==> src/rtl/hdlc_host_pkg.sv <==
package hdlc_host_pkg;
  localparam int ADDR_W  = 3;
  localparam int CRC_BIT = 6;

  localparam logic [ADDR_W-1:0] REG_CTRL = 3'd0;
  localparam logic [ADDR_W-1:0] REG_TXD  = 3'd1;
  localparam logic [ADDR_W-1:0] REG_TXDW = 3'd2;
  localparam logic [ADDR_W-1:0] REG_RXDW = 3'd3;
  localparam logic [ADDR_W-1:0] REG_RXST = 3'd4;

  typedef struct packed {
    logic [31:0] data;
    logic        eop;
    logic [1:0]  len;
    logic        strict;
  } tx_entry_t;

  // index of the final byte sent from a word
  function automatic logic [1:0] last_idx(logic eop, logic [1:0] len);
    return eop ? len : 2'd3;
  endfunction

  // byte i of a word, byte 0 being the most significant
  function automatic logic [7:0] pick_byte(logic [31:0] w, logic [1:0] i);
    logic [4:0] sh;
    sh = 5'd24 - {i, 3'b000};
    return w[sh +: 8];
  endfunction

  // place a byte at position i of a word, position 0 being the most significant
  function automatic logic [31:0] place_byte(logic [7:0] b, logic [1:0] i);
    logic [4:0] sh;
    sh = 5'd24 - {i, 3'b000};
    return {24'b0, b} << sh;
  endfunction
endpackage

==> src/rtl/hdlc_tx_fifo.sv <==
module hdlc_tx_fifo
  import hdlc_host_pkg::*;
#(
  parameter int DEPTH = 4
) (
  input  logic      clk,
  input  logic      rst_n,
  input  logic      flush,
  input  logic      push,
  input  tx_entry_t din,
  input  logic      pop,
  output tx_entry_t head,
  output logic      full,
  output logic      empty
);
  localparam int AW = $clog2(DEPTH);

  tx_entry_t   mem [DEPTH];
  logic [AW:0] wp, rp;

  assign empty = (wp == rp);
  assign full  = (wp[AW] != rp[AW]) && (wp[AW-1:0] == rp[AW-1:0]);
  assign head  = mem[rp[AW-1:0]];

  always_ff @(posedge clk) begin
    if (!rst_n || flush) begin
      wp <= '0;
      rp <= '0;
    end else begin
      if (push && !full) wp <= wp + 1'b1;
      if (pop && !empty) rp <= rp + 1'b1;
    end
  end

  always_ff @(posedge clk) begin
    if (push && !full) mem[wp[AW-1:0]] <= din;
  end

  // the bridge never offers a word to a full queue
  a_r6_no_overflow: assert property (@(posedge clk) disable iff (!rst_n)
    push && !flush |-> !full);
endmodule

==> src/rtl/hdlc_tx_serializer.sv <==
module hdlc_tx_serializer
  import hdlc_host_pkg::*;
(
  input  logic      clk,
  input  logic      rst_n,
  input  logic      flush,
  input  tx_entry_t head,
  input  logic      empty,
  output logic      pop,
  output logic [7:0] tx_data,
  output logic      tx_valid,
  input  logic      tx_ready,
  output logic      tx_last,
  output logic      tx_abort
);
  tx_entry_t  cur;
  logic       busy;
  logic [1:0] idx;
  logic       abort_q;
  logic       hs, word_end, underrun;

  assign hs       = busy && tx_ready;
  assign word_end = hs && (idx == last_idx(cur.eop, cur.len));
  assign underrun = word_end && !cur.eop && cur.strict && empty;
  assign pop      = !busy && !empty && !flush;

  assign tx_valid = busy;
  assign tx_data  = pick_byte(cur.data, idx);
  assign tx_last  = busy && cur.eop && (idx == cur.len);
  assign tx_abort = abort_q;

  always_ff @(posedge clk) begin
    if (!rst_n) begin
      cur     <= '0;
      busy    <= 1'b0;
      idx     <= '0;
      abort_q <= 1'b0;
    end else begin
      abort_q <= flush || underrun;
      if (flush) begin
        busy <= 1'b0;
      end else if (pop) begin
        cur  <= head;
        busy <= 1'b1;
        idx  <= '0;
      end else if (word_end) begin
        busy <= 1'b0;
      end else if (hs) begin
        idx <= idx + 1'b1;
      end
    end
  end

  a_r3_last_valid: assert property (@(posedge clk) disable iff (!rst_n)
    tx_last |-> tx_valid);
  a_r5_abort_idle: assert property (@(posedge clk) disable iff (!rst_n)
    tx_abort |-> !tx_valid);
  a_r12_hold_stable: assert property (@(posedge clk) disable iff (!rst_n)
    tx_valid && !tx_ready && !flush |=> tx_valid && $stable(tx_data));
endmodule

==> src/rtl/hdlc_rx_packer.sv <==
module hdlc_rx_packer
  import hdlc_host_pkg::*;
(
  input  logic        clk,
  input  logic        rst_n,
  input  logic [7:0]  rx_data,
  input  logic        rx_valid,
  output logic        rx_ready,
  input  logic        rx_last,
  input  logic        rx_crc_bad,
  input  logic        pop,
  output logic [31:0] word,
  output logic        hold,
  output logic        crc_evt
);
  logic [31:0] acc, merged;
  logic [1:0]  cnt;
  logic        hs;

  assign rx_ready = !hold;
  assign hs       = rx_valid && rx_ready;
  assign merged   = acc | place_byte(rx_data, cnt);
  assign crc_evt  = hs && rx_last && rx_crc_bad;

  always_ff @(posedge clk) begin
    if (!rst_n) begin
      acc  <= '0;
      cnt  <= '0;
      word <= '0;
      hold <= 1'b0;
    end else begin
      if (pop) hold <= 1'b0;
      if (hs) begin
        if (cnt == 2'd3 || rx_last) begin
          word <= merged;
          hold <= 1'b1;
          acc  <= '0;
          cnt  <= '0;
        end else begin
          acc <= merged;
          cnt <= cnt + 1'b1;
        end
      end
    end
  end

  a_r10_word_held: assert property (@(posedge clk) disable iff (!rst_n)
    hold && !pop |=> hold && $stable(word));
endmodule

==> src/rtl/hdlc_host_bridge.sv <==
module hdlc_host_bridge
  import hdlc_host_pkg::*;
#(
  parameter int FIFO_DEPTH  = 4,
  parameter int TIMEOUT_CYC = 256
) (
  input  logic              clk,
  input  logic              rst_n,
  input  logic              bus_valid,
  input  logic              bus_we,
  input  logic [ADDR_W-1:0] bus_addr,
  input  logic [31:0]       bus_wdata,
  output logic [31:0]       bus_rdata,
  output logic              bus_ack,
  output logic              bus_err,
  output logic [7:0]        tx_data,
  output logic              tx_valid,
  input  logic              tx_ready,
  output logic              tx_last,
  output logic              tx_abort,
  input  logic [7:0]        rx_data,
  input  logic              rx_valid,
  output logic              rx_ready,
  input  logic              rx_last,
  input  logic              rx_crc_bad
);
  localparam int CNT_W = $clog2(TIMEOUT_CYC + 1);

  logic              pend, r_we;
  logic [ADDR_W-1:0] r_addr;
  logic [31:0]       r_wdata;
  logic [CNT_W-1:0]  wcnt;
  logic              eop_armed, crc_sticky;
  logic [1:0]        len_q;

  logic      fifo_full, fifo_empty, ser_pop;
  tx_entry_t fifo_head, push_entry;
  logic [31:0] rx_word, rd_mux;
  logic      rx_hold, crc_evt;

  // named access events
  logic is_wait, can_go, finish, expire, mapped;
  logic wr_ctrl, discard, push, drop_full, rx_pop, st_rd;

  assign is_wait   = pend && ((r_we && r_addr == REG_TXDW) || (!r_we && r_addr == REG_RXDW));
  assign can_go    = (r_addr == REG_TXDW) ? !fifo_full : rx_hold;
  assign finish    = pend && (!is_wait || can_go);
  assign expire    = is_wait && !can_go && (wcnt == CNT_W'(TIMEOUT_CYC - 1));
  assign mapped    = (r_addr <= REG_RXST);
  assign wr_ctrl   = finish && r_we && (r_addr == REG_CTRL);
  assign discard   = wr_ctrl && r_wdata[1];
  assign push      = finish && r_we && ((r_addr == REG_TXDW) || (r_addr == REG_TXD && !fifo_full));
  assign drop_full = finish && r_we && (r_addr == REG_TXD) && fifo_full;
  assign rx_pop    = finish && !r_we && (r_addr == REG_RXDW);
  assign st_rd     = finish && !r_we && (r_addr == REG_RXST);

  always_comb begin
    push_entry.data   = r_wdata;
    push_entry.eop    = eop_armed;
    push_entry.len    = len_q;
    push_entry.strict = (r_addr == REG_TXD);
  end

  always_comb begin
    rd_mux = '0;
    if (!r_we) begin
      case (r_addr)
        REG_CTRL: rd_mux = {28'b0, len_q, 1'b0, eop_armed};
        REG_RXDW: rd_mux = rx_word;
        REG_RXST: rd_mux[CRC_BIT] = crc_sticky;
        default:  rd_mux = '0;
      endcase
    end
  end

  always_ff @(posedge clk) begin
    if (!rst_n) begin
      pend      <= 1'b0;
      r_we      <= 1'b0;
      r_addr    <= '0;
      r_wdata   <= '0;
      wcnt      <= '0;
      bus_ack   <= 1'b0;
      bus_err   <= 1'b0;
      bus_rdata <= '0;
    end else begin
      bus_ack <= 1'b0;
      bus_err <= 1'b0;
      if (!pend) begin
        if (bus_valid) begin
          pend    <= 1'b1;
          r_we    <= bus_we;
          r_addr  <= bus_addr;
          r_wdata <= bus_wdata;
          wcnt    <= '0;
        end
      end else if (finish) begin
        pend      <= 1'b0;
        bus_ack   <= mapped && !drop_full;
        bus_err   <= !mapped || drop_full;
        bus_rdata <= mapped ? rd_mux : 32'b0;
      end else if (expire) begin
        pend      <= 1'b0;
        bus_err   <= 1'b1;
        bus_rdata <= '0;
      end else begin
        wcnt <= wcnt + 1'b1;
      end
    end
  end

  always_ff @(posedge clk) begin
    if (!rst_n) begin
      eop_armed  <= 1'b0;
      len_q      <= '0;
      crc_sticky <= 1'b0;
    end else begin
      if (wr_ctrl) begin
        len_q     <= r_wdata[3:2];
        eop_armed <= r_wdata[0] && !discard;
      end else if (push) begin
        eop_armed <= 1'b0;
      end
      if (crc_evt)    crc_sticky <= 1'b1;
      else if (st_rd) crc_sticky <= 1'b0;
    end
  end

  hdlc_tx_fifo #(.DEPTH(FIFO_DEPTH)) u_fifo (
    .clk(clk), .rst_n(rst_n), .flush(discard), .push(push), .din(push_entry),
    .pop(ser_pop), .head(fifo_head), .full(fifo_full), .empty(fifo_empty)
  );

  hdlc_tx_serializer u_ser (
    .clk(clk), .rst_n(rst_n), .flush(discard), .head(fifo_head), .empty(fifo_empty),
    .pop(ser_pop), .tx_data(tx_data), .tx_valid(tx_valid), .tx_ready(tx_ready),
    .tx_last(tx_last), .tx_abort(tx_abort)
  );

  hdlc_rx_packer u_rx (
    .clk(clk), .rst_n(rst_n), .rx_data(rx_data), .rx_valid(rx_valid),
    .rx_ready(rx_ready), .rx_last(rx_last), .rx_crc_bad(rx_crc_bad),
    .pop(rx_pop), .word(rx_word), .hold(rx_hold), .crc_evt(crc_evt)
  );

  a_r2_ack_xor_err: assert property (@(posedge clk) disable iff (!rst_n)
    !(bus_ack && bus_err));
  a_r2_single_resp: assert property (@(posedge clk) disable iff (!rst_n)
    (bus_ack || bus_err) |=> !(bus_ack || bus_err));
  a_r11_crc_set: assert property (@(posedge clk) disable iff (!rst_n)
    crc_evt |=> crc_sticky);
endmodule

==> config.mk <==
export PLATFORM = sky130hd
export DESIGN_NAME = hdlc_host_bridge
export DESIGN_NICKNAME = d
export VERILOG_FILES = /design/src/rtl/hdlc_host_pkg.sv /design/src/rtl/hdlc_tx_fifo.sv /design/src/rtl/hdlc_tx_serializer.sv /design/src/rtl/hdlc_rx_packer.sv /design/src/rtl/hdlc_host_bridge.sv
export SDC_FILE = /design/constraint.sdc
export NUM_CORES = 1
export LEC_CHECK = 0
export ABC_AREA = 1
export BUFFER_PORTS_ARGS = -buffer_cell sky130_fd_sc_hd__clkbuf_2
export CAP_MARGIN = 10
export CORE_MARGIN = 2
export CORE_UTILIZATION = 54
export CTS_BUF_LIST = sky130_fd_sc_hd__clkbuf_8 sky130_fd_sc_hd__clkbuf_16
export DETAILED_ROUTE_END_ITERATION = 10
export MAX_ROUTING_LAYER = met4
export PLACE_DENSITY_LB_ADDON = 0.15
export SLEW_MARGIN = 40
export SYNTH_ARGS = -nofsm -noshare
export SYNTH_HDL_FRONTEND = slang
export SYNTH_SLANG_ARGS = --single-unit
==> constraint.sdc <==
create_clock -name clk -period 2.9 [get_ports clk]
set_input_delay 0.435 -clock clk [delete_from_list [all_inputs] [get_ports clk]]
set_output_delay 0.435 -clock clk [all_outputs]
set_load 0.01 [all_outputs]
Word level (Yosys, flattened, before mapping)
Memories as Yosys holds them, arrays and structs flattened. A register that Yosys moved wholly into a read port is not among the register bits. Index checks and enable logic that the tools add are counted.

Word-level logic and storage cells: 153. Memory bits (writable): 144. Bits in registers: 161. Output and inout bits: 46. Bits of input ports: 51. Memories kept: 1.

Equality and inequality tests: 14. Shifts and indexed selects: 2. Bitwise logic cells: 4. Reductions and logical operators: 69. Mux-type cells: 35. $lt $le $gt $ge: 1. $add $sub $neg: 7.

Memories: u_fifo.mem (words 4, bits a word 36, rd ports 1, clocked after Yosys merged registers in 1, wr ports 1, RTL line hdlc_tx_fifo.sv:18) `tx_entry_t mem [DEPTH];`.

Operators with widths (count): $mux W32 (5); $mux W9 (4); $logic_and A1 B1 Y1 (33); $or A32 B32 Y32 (1); $shiftx A32 B6 Y8 (1); $shl A8 B5 Y32 (1); $mux W25 (1); $mux W1 (18); $logic_not A1 Y1 (13); $pmux W6 S2 (1); $reduce_bool A2 Y1 (6); $mux W2 (5); $reduce_and A2 Y1 (5); $sub A5 B5 Y5 const A (2); $add A9 B1 Y9 const B (1); $eq A9 B8 Y1 const B (1); $reduce_and A3 Y1 (3); $logic_or A1 B1 Y1 (7); $add A3 B1 Y3 const B (2); $eq A2 B2 Y1 (3); $eq A3 B2 Y1 const B (2); $ne A2 B2 Y1 const B (3); $add A2 B1 Y2 const B (2); $eq A3 B1 Y1 const B (1); other kinds (9) (11).

Logic depth before layout (Yosys ltp)
Gate-level depths: netlist (run 1).

Depth in word-level cells: 14. Mapped depth: 14. Depth with buffers taken out: 13.

By module
From an unflattened synthesis (run 1), not the netlist that was laid out.

Cell total of the unflattened synthesis: 1531. Area total of the unflattened synthesis: 13839.5 um^2.

Modules (own cells, without submodules): hdlc_tx_fifo (area an instance 5825.6 um^2, cells each 425, times used 1, seq. area each 4484.3 um^2); hdlc_host_bridge (area an instance 3400.8 um^2, cells each 439, times used 1, seq. area each 1681.6 um^2); hdlc_rx_packer (area an instance 2924.1 um^2, cells each 426, times used 1, seq. area each 1341.3 um^2); hdlc_tx_serializer (area an instance 1689.1 um^2, cells each 241, times used 1, seq. area each 800.8 um^2).

Worst setup path before layout (run 1)
No wires, ideal clock.

Path kind: register to register. Start point: reg u_fifo.rp[1]. End point: mem u_fifo.mem[3][0] in the netlist's numbering (enable). Data required time: 2469 ps. Clock period less this slack: 3144 ps. Cell stages (with the launch flop): 11. Buffers on the path: 0. Data arrival time: 2713 ps. Library setup time: 431 ps. Slack: -244 ps. Cell sequence: dfxtp_1 -> inv_2 -> nand2_1 -> nand2_1 -> nand3_1 -> nand2_1 -> nand2_2 -> nand3_2 -> inv_1 -> nand2_1 -> nor2_1.

Longest elaborated chain between the ends: 11. Elaborated cells between the ends (all ways): 13. Those cells by class: eq/ne: 1; mux: 3; reduce/logical: 9.

RTL lines: start: declaration (RTL line hdlc_tx_fifo.sv:19) `logic [AW:0] wp, rp;`; start signal: assignment (RTL line hdlc_tx_fifo.sv:31) `if (pop && !empty) rp <= rp + 1'b1;`; $eq A2 B2 Y1 * (RTL line hdlc_tx_fifo.sv:22) `assign full = (wp[AW] != rp[AW]) && (wp[AW-1:0] == rp[AW-1:0]);`; $logic_and A1 B1 Y1 * (RTL line hdlc_tx_fifo.sv:22); $logic_not A1 Y1 * (RTL line hdlc_tx_fifo.sv:36, hdlc_host_bridge.sv:46, hdlc_host_bridge.sv:52); $mux W1 (RTL line hdlc_host_bridge.sv:46) `assign can_go = (r_addr == REG_TXDW) ? !fifo_full : rx_hold;`; $logic_or A1 B1 Y1 (RTL line hdlc_host_bridge.sv:47) `assign finish = pend && (!is_wait || can_go);`; $logic_and A1 B1 Y1 (RTL line hdlc_host_bridge.sv:47); $logic_and A1 B1 Y1 (2 in a row) (RTL line hdlc_host_bridge.sv:52) `assign push = finish && r_we && ((r_addr == REG_TXDW) || (r_addr == REG_TXD && !fifo_full));`; $logic_and A1 B1 Y1 * (RTL line hdlc_tx_fifo.sv:36) `if (push && !full) mem[wp[AW-1:0]] <= din;`; $mux W1 * (RTL line hdlc_tx_fifo.sv:36); $mux W1 (implied by the code) * (RTL line hdlc_tx_fifo.sv:36); end: declaration (RTL line hdlc_tx_fifo.sv:18).

Every way passes the cells marked *; elsewhere a longest branch is shown, timed or not.

Worst setup path after layout (run 1)
Start point: reg u_ser.idx[1]. End point: out tx_last.

Longest elaborated chain between the ends: 2.

RTL lines: start: declaration (RTL line hdlc_tx_serializer.sv:18) `logic [1:0] idx;`; start signal: assignment (RTL line hdlc_tx_serializer.sv:49) `idx <= idx + 1'b1;`; $eq A2 B2 Y1 (RTL line hdlc_tx_serializer.sv:29) `assign tx_last = busy && cur.eop && (idx == cur.len);`; $logic_and A1 B1 Y1 (RTL line hdlc_tx_serializer.sv:29); end: declaration (RTL line hdlc_host_bridge.sv:19) `output logic tx_last,`.

No other way between the ends.

==> flow_summary.ini, run 1 <==
[sta]
fin_crit_sh_pct = 86.2
max_slew_margin_pct = 48.0
max_freq_ghz = 0.400
rsz0062_at_grt = no
slew_violations = 0
setup_viol_count_final = 0
whs_ns = 0.182
setup_ws_ns = 0.400
period_needed_ns = 2.50
worstMarginPinSlew_ns = 0.780
finClkSkew_ns = 0.0116
hold_viol = 0
fin_setup_tns_ns = 0

[hold_path]
hp-class = input pin to flip-flop

[floorplan]
die_area_um2 = 25300
ios = 97
die_w_um = 159
die_y_um = 159
row_count = 56
initial_core_util_pct = 55.2
design.core.area_um2 = 23500

[run]
cap_violations = 0

[global_routing]
grt_pass1_vias = 9091
gr-usage-all-layers_pct = 24.6
antenna_found_initial = 0
grt_max_degree = 106
gr-total-overflow = 0
grt_pass1_wl_um = 49100

[cts]
clk_pin_slew_ns = 0.06
clkSinkCount = 341
cts_hold_buf = 0
post_cts_resize_count = 0
h-tree-depth = 2
cts_tree = done
insertion_delay_ns = 0.51
cts_max_path_buffers = 3
root_buffer = clkbuf_16
cts_made_buffers = 35
cts_setup_buffers = 0

[final_layout]
ff_latch_area_um2 = 8270
nFillCells = 2029
final_common_cell = nor2_1
syn_to_final_growth_pct = 15.3
post_route_cells_drive_above_1_share_pct = 14.3
layoutNonFillerInstCount = 1786
insertedDiodeCount = 0
multiInputGateArea_um2 = 4110
final_cell_mix = nor2_1 (277), dfxtp_1 (196), o21ai_0 (192)
final_nets = 1500

[critical_path]
crit_path_end_kind = primary output
crit_chain = inv_1 -> o22ai_1 -> nor4_1 -> clkbuf_2
critical_path.slowest_cell = nor4_1
worstPathMaxFanout = 13
cp_top_family = simple AND/OR/NAND/NOR gates
arrival_ns = 2.07
worst_setup_path_start_kind = flip-flop
worstPathRequired_ns = 2.47
critPathBufInv = 2
worstSetupPathType = flip-flop to primary output
critPathMaxStageDelay_ns = 0.50

[logic_synthesis]
seq_area_frac_synth_pct = 63.7
syn_inst = 1359
yosysWarnings = 0
syn_avg_cell_area_um2 = 9.56
synth.net_count = 1418
ys_ff_latch = 341
synth_cell_type_count = 40
synthesis.area_um2 = 13000

[drt]
dr.pass1.iters = 5
wl_per_cell_um = 17.1
drcViolationCount = 0
first_iter_violations = 769
wl_um = 30500
vias = 9833
ant_nets = 0
viasPerCell = 5.51

[place]
gp_congestion = 0.883
place_worst_setup_slack_ns = 0.468
dp.cells = 1723
port_buffers = 96
dpl.hpwl_um = 18300

[power_and_ir_drop]
peakVddDrop_uv = 507
p_leak_nw = 5.65
power_density_nw_per_um2 = 836

[outcome]
outcome = finished clean
==> tightest hold or removal path: cells and delay by family <==
kind	cells	cell delay [ns]
AO/OA/AOI/OAI	1	0.07
buffers and inverters	1	0.07
AND/OR/NAND/NOR	1	0.07
==> Yosys cell counts (all sizes together) <==
cell,count,share of area (%)
o211ai,1,0.058
o22ai,51,2.5
buf,17,0.91
nand3b,1,0.058
o21a,1,0.058
o31ai,1,0.058
inv,75,2.2
a31o,8,0.54
nor3,36,1.4
nor2,285,8.4
xnor2,1,0.067
nand4,4,0.24
nor4,2,0.096
ha,8,0.77
o21ai,204,7.9
clkbuf,64,1.8
o21bai,17,0.98
clkinv,2,0.058
a211oi,1,0.058
a211o,1,0.067
edfxtp,144,33
nand3,41,1.6
a21oi,56,2.2
xor2,3,0.20
or2,2,0.096
dfxtp,197,30
nand2,128,3.8
a31oi,8,0.39
==> through the flow <==
step	power, mW	utilization [%]	cell area [um2]
after floorplan	7.33	-	13000
after CTS	12.6	63.6	15000
after global routing	13.1	63.6	15000
after detailed placement	8.13	58.7	13800
final	12.5	63.6	15000
after global placement	8.08	58.7	13800
==> metal layers <==
layer	track usage (%)	part of all wire (%)	vias to the layer above
li1	-	-	4804
met1	35.7	47	4688
met2	37.0	45	300
met3	3.46	6.4	41
met4	5.95	1.7	0
met5	-	0	-
==> cell type report <==
class / count / area share (%)
clock buffer: 43 / 6.88
clock inverter: 20 / 0.911
inverter: 77 / 1.93
multi-input combinational: 860 / 27.4
sequential: 341 / 55.2
tap: 319 / 2.66
timing repair buffer: 126 / 4.98
==> flip-flops by register name, summed over array words and instances (netlist names), 2 cells and up <==
signal      flops
bus_rdata      32
len_q           2
r_addr          3
r_wdata        32
u_fifo.mem    144
u_fifo.rp       3
u_fifo.wp       3
u_rx.acc       32
u_rx.cnt        2
u_rx.word      32
u_ser.cur      36
u_ser.idx       2
wcnt            9
==> power breakdown <==
part / leakage [nW] / switching, mW / internal [mW] / total (mW)
logic: 2.14 / 1.64 / 0.801 / 2.44
clock network: 0.612 / 1.77 / 2.69 / 4.46
registers: 2.90 / 0.279 / 5.35 / 5.63
total: 5.65 / 3.68 / 8.84 / 12.5
==> final timing paths <==
check | start | endpoint | slack (ns) | cells past startpoint
hold / removal | bus_wdata[30] | r_wdata[30] | 0.18 | 3
hold reg to reg | u_rx.word[15] | bus_rdata[15] | 0.46 | 2
setup reg to reg | u_fifo.wp[1] | u_fifo.mem[0][13] | 0.45 | 11
setup / recovery | u_ser.idx[1] | tx_last | 0.40 | 4
==> cell families after synthesis <==
group,after synthesis,synth area share [%]
DFF,341,63.7
and+or+nand+nor,499,15.6
AOI/OAI and AO/OA,349,14.7
buffers and inverters,158,4.98
adders and majority gates,8,0.771
xor gates and xnor gates,4,0.270
(Power assumes the default switching activity.)
==> run 2, diff against run 1 <==
--- a/config.mk
+++ b/config.mk
@@ -5,12 +5,12 @@
 export SDC_FILE = /design/constraint.sdc
 export NUM_CORES = 1
 export LEC_CHECK = 0
-export ABC_AREA = 1
+export ABC_CLOCK_PERIOD_IN_PS = 2900
 export BUFFER_PORTS_ARGS = -buffer_cell sky130_fd_sc_hd__clkbuf_2
 export CAP_MARGIN = 10
 export CORE_MARGIN = 2
-export CORE_UTILIZATION = 54
-export CTS_BUF_LIST = sky130_fd_sc_hd__clkbuf_8 sky130_fd_sc_hd__clkbuf_16
+export CORE_UTILIZATION = 56
+export CTS_BUF_LIST = sky130_fd_sc_hd__clkbuf_2
 export DETAILED_ROUTE_END_ITERATION = 10
 export MAX_ROUTING_LAYER = met4
 export PLACE_DENSITY_LB_ADDON = 0.15
==> run 2 against run 1 <==
Effect of this change:
- core utilization grew 2.2 points
- total power fell by 27%
- synthesized area shrank 1.5%
- hold slack got worse by 0.10 ns
- cell count decreased by 12%
- global-route usage shrank 1.2 points
- routed wire length down 12%
- clock power fell by 32%
- via count is 12% lower
- worst setup slack worse by 0.14 ns
- critical endpoint is now tx_data[4]
- largest cell class unchanged
==> flow_summary.ini, run 2 <==
[floorplan]
die_w_um = 155
ios = 97
row_count = 55
die_area_um2 = 24100
design.core.area_um2 = 22500
die_y_um = 155
initial_core_util_pct = 56.9

[global_routing]
grt_pass1_vias = 8668
gr-usage-all-layers_pct = 23.5
gr-total-overflow = 0
grt_max_degree = 44
grt_pass1_wl_um = 43400
antenna_found_initial = 1

[drt]
wl_um = 26800
first_iter_violations = 559
viasPerCell = 5.48
wl_per_cell_um = 17.0
vias = 8640
ant_nets = 0
drcViolationCount = 0
dr.pass1.iters = 4

[sta]
slew_violations = 0
fin_setup_tns_ns = 0
hold_viol = 0
setup_viol_count_final = 0
max_freq_ghz = 0.379
worstMarginPinSlew_ns = 0.692
fin_crit_sh_pct = 90.9
finClkSkew_ns = 0.0887
period_needed_ns = 2.64
max_slew_margin_pct = 53.5
rsz0062_at_grt = no

[logic_synthesis]
syn_avg_cell_area_um2 = 12.2
synth_top_cell_by_area = edfxtp_1
seq_area_frac_synth_pct = 64.6
yosysTopAreaCellShare_pct = 33.8
synth_ff_type = dfxtp_1
ys_ff_latch = 341
synthesis.area_um2 = 12800
synth_xor_area_share_pct = 1.09
async_reset_ff_share_pct = 0
synth.net_count = 1107
synth_top_family_by_area = compound AO/OA/AOI/OAI gates
synthTopCellsByCount = dfxtp_1 (197), nand2_1 (167), edfxtp_1 (144)
syn_inst = 1048
synth.area.mux_share_pct = 8.13
synth-simple-area-share_pct = 9.88
synth-adder-area-share_pct = 0.782
synth_compound_area_share_pct = 12.6
synth_most_common_cell = dfxtp_1
yosysWarnings = 0
synth_edf_count = 144
synth_area_leaders = edfxtp_1 (34%), dfxtp_1 (31%), mux4_2 (7.7%)
synth_cell_type_count = 55

[critical_path]
critPathMaxStageDelay_ns = 0.62
worstSetupPathType = flip-flop to primary output
worstPathMaxFanout = 15
crit_path_end_kind = primary output
worstPathRequired_ns = 2.47
arrival_ns = 2.20
worst_setup_path_start_kind = flip-flop
critical_path.slowest_cell = dfxtp_2
crit_chain = mux4_2 -> clkbuf_2

[final_layout]
post_route_cells_drive_above_1_share_pct = 23.8
final_cell_mix = clkbuf_2 (221), dfxtp_1 (194), nand2_1 (167)
final_common_cell = clkbuf_2
largest_reg_flops = 144
final_nets = 1284
fin_area_um2 = 14800
layoutNonFillerInstCount = 1577
syn_to_final_growth_pct = 15.7

[power_and_ir_drop]
peakVddDrop_uv = 349
p_leak_nw = 5.44
power.total_mw = 9.19
power_density_nw_per_um2 = 621

[cts]
cts_max_path_buffers = 3
cts_tree = done
cts_setup_buffers = 0
insertion_delay_ns = 0.90
root_buffer = clkbuf_2
h-tree-depth = 3
clkSinkCount = 341
cts_made_buffers = 82
clk_pin_slew_ns = 0.09

[place]
placed_area_um2 = 13500
port_buffers = 96
dpl.hpwl_um = 16200
gp_congestion = 0.788
dp.cells = 1375

[hold_path]
hp-class = input pin to flip-flop

[run]
cap_violations = 0

[outcome]
outcome = finished clean
==> run 2: final cells by class <==
| type | instances | area, um2 |
|---|---|---|
| tap | 285 | 357 |
| fill | 1824 | 7700 |
| inverter | 9 | 33.8 |
| sequential | 341 | 8270 |
| clock inverter | 25 | 123 |
| antenna | 1 | 2.50 |
| timing repair buffer | 166 | 1200 |
| clock buffer | 125 | 626 |
| multi-input combinational | 625 | 4190 |
==> run 2: metrics by stage <==
stage | utilization, % | hold WS [ns] | setup slack (ns)
after floorplan | - | 0.433 | 0.281
after global placement | 60.1 | 0.441 | 0.585
after detailed placement | 60.1 | 0.444 | 0.464
after CTS | 65.7 | 0.00241 | 0.0574
after global routing | 65.8 | 0.0509 | 0.129
final | 65.8 | 0.0771 | 0.263
==> run 2: path summary, 6_finish.rpt <==
kind | startpoint | end | slack [ns] | cells after the start
setup reg to reg | r_addr[0] | u_fifo.mem[2][15] | 0.45 | 5
hold / removal | tx_ready | u_ser.tx_valid | 0.08 | 5
setup / recovery | u_ser.idx[1] | tx_data[4] | 0.26 | 2
hold reg to reg | u_ser.cur[5] | u_ser.cur[5] | 0.46 | 2
==> run 2: what timing repair did <==
action,4_1_cts,5_1_grt
gates resized for setup,1,1
hold endpoints to repair,99,0
hold buffers,51,0
endpoints found under the setup margin,7,1
==> run 2: power breakdown <==
group	switching, mW	total [mW]	internal [mW]
logic	0.478	0.872	0.394
registers	0.152	5.30	5.15
clock network	1.85	3.02	1.17
total	2.48	9.19	6.71
==> run 2: logic make-up (layout without fill, tap and decap cells) <==
| logic type | after synthesis | after routing |
|---|---|---|
| DFF | 341 | 341 |
| other | 0 | 1 |
| xor gates and xnor gates | 16 | 16 |
| adders and majority gates | 8 | 8 |
| AOI/OAI and AO/OA | 264 | 264 |
| and+or+nand+nor | 288 | 288 |
| buffers and inverters | 82 | 325 |
| muxes | 49 | 49 |
==> run 2: layer usage <==
layer  part of all wire [%]  global-route usage, %  vias to the layer above
met5                      0                      -                        -
met4                    1.5                   7.47                        0
met3                    4.9                   4.74                       39
met2                     48                   37.2                      217
met1                     46                   30.9                     4182
li1                       -                      -                     4202
==> run 2: worst max-delay path, delay by kind of cell (launching register included) <==
family	cells	cell delay [ns]
flops	1	0.62
mux	1	0.60
buf+inv	1	0.15
==> run 3, diff against run 2 <==
--- a/config.mk
+++ b/config.mk
@@ -14,6 +14,7 @@
 export DETAILED_ROUTE_END_ITERATION = 10
 export MAX_ROUTING_LAYER = met4
 export PLACE_DENSITY_LB_ADDON = 0.15
+export REMOVE_ABC_BUFFERS = 1
 export SLEW_MARGIN = 40
 export SYNTH_ARGS = -nofsm -noshare
 export SYNTH_HDL_FRONTEND = slang
==> run 3 against run 2 <==
Effect of this change:
- largest cell class unchanged
- clock power down 2%
- sequential share of layout area up 0.11 points
- die area unchanged
- hold slack better by 0.092 ns
- register-to-register slack about the same
- critical path type unchanged
==> flow_summary.ini, run 3 (synthesized netlist as in run 2, its figures left out) <==
[outcome]
outcome = finished clean

[critical_path]
worstPathRequired_ns = 2.47
worstSetupPathType = flip-flop to primary output
crit_chain = buf_4 -> mux4_2 -> clkbuf_2
critical_path.slowest_cell = mux4_2
cp_top_family = multiplexers
critPathBufInv = 2
crit_path_end_kind = primary output
critPathMaxStageDelay_ns = 0.51
worst_setup_path_start_kind = flip-flop
worstPathMaxFanout = 9
arrival_ns = 2.21

[cts]
h-tree-depth = 3
cts_tree = done
cts_setup_buffers = 0
clk_pin_slew_ns = 0.10
cts_made_buffers = 83
insertion_delay_ns = 0.85
cts_max_path_buffers = 3
root_buffer = clkbuf_2
clkSinkCount = 341

[global_routing]
gr-total-overflow = 0
grt_pass1_vias = 8711
grt_pass1_wl_um = 44200
gr-usage-all-layers_pct = 23.7
grt_max_degree = 46
antenna_found_initial = 1

[hold_path]
hp-class = input pin to flip-flop

[floorplan]
ios = 97
die_y_um = 155
die_w_um = 155
initial_core_util_pct = 56.9
row_count = 55
die_area_um2 = 24100
design.core.area_um2 = 22500

[sta]
max_freq_ghz = 0.378
fin_crit_sh_pct = 91.2
period_needed_ns = 2.65
whs_ns = 0.169
worstMarginPinSlew_ns = 0.691
setup_viol_count_final = 0
finClkSkew_ns = 0.0399
hold_viol = 0
rsz0062_at_grt = no
max_slew_margin_pct = 53.8
slew_violations = 0

[final_layout]
layoutNonFillerInstCount = 1579
final_nets = 1292
final_common_cell = clkbuf_2
multiInputGateArea_um2 = 4180
post_route_cells_drive_above_1_share_pct = 24.7
nFillCells = 1812
final_cell_mix = clkbuf_2 (226), dfxtp_1 (195), nand2_1 (167)
ff_latch_area_um2 = 8270
final_core_util_pct = 65.7
syn_to_final_growth_pct = 15.4
largest_reg_flops = 144

[drt]
first_iter_violations = 632
viasPerCell = 5.44
drcViolationCount = 0
wl_per_cell_um = 17.0
wl_um = 26900
ant_nets = 0
vias = 8591
dr.pass1.iters = 5

[place]
dpl.hpwl_um = 15900
port_buffers = 96
dp.cells = 1385
gp_congestion = 0.771

[power_and_ir_drop]
p_leak_nw = 5.48
power_density_nw_per_um2 = 618
peakVddDrop_uv = 329

[run]
cap_violations = 0
==> run 3: worst paths after layout <==
kind	startpoint	slack (ns)	cells past startpoint	end
worst min register to register	u_ser.cur[17]	0.46	2	u_ser.cur[17]
worst min-delay path	bus_valid	0.17	5	r_wdata[30]
worst max register to register	r_addr[0]	0.44	5	u_fifo.mem[1][15]
worst max-delay path	u_ser.idx[0]	0.25	3	tx_data[0]
==> run 3: worst reg2reg max path, delay by kind of cell, from the launching register on <==
family / cells / cell delay, ns
simple gates: 4 / 1.24
buf+inv: 1 / 0.34
flops: 1 / 0.52
==> run 3: layout make-up <==
cell class              instances  area share [%]
repair buffers                173            8.26
well taps                     285            2.41
multi-input cells             625            28.3
flip-flops and latches        341            56.0
clock buffers                 130            4.40
inverters                       9           0.229
diodes                          1          0.0169
clock inverters                15           0.415
==> run 3: layer usage <==
layer | share of wire [%] | up-vias | routed length (um) | GRT usage, %
li1 | - | 4210 | - | -
met1 | 47 | 4149 | 12500 | 32.4
met2 | 48 | 198 | 12900 | 36.6
met3 | 4.2 | 34 | 1140 | 4.32
met4 | 1.3 | 0 | 354 | 7.60
met5 | 0 | - | 0 | -
==> run 3: where the power goes <==
group / switching [mW] / internal (mW)
Clock: 1.79 / 1.17
Combinational: 0.506 / 0.406
Sequential: 0.123 / 5.14
Total: 2.42 / 6.72
==> run 3: what timing repair did <==
action,CTS,global route
gates resized for setup,0,1
endpoints found under the hold margin,101,0
setup endpoints to repair,0,1
hold buffers,48,0
==> run 3: through the flow <==
stage	power (mW)	setup TNS, ns	worst slack, ns	instance area (um2)
global placement	6.22	0	0.516	13600
finish	9.14	0	0.255	14800
detailed placement	6.24	0	0.507	13600
global route	9.62	0	0.129	14800
CTS	9.25	0	0.00929	14800
floorplan	5.91	-266.54	-3.46	12500
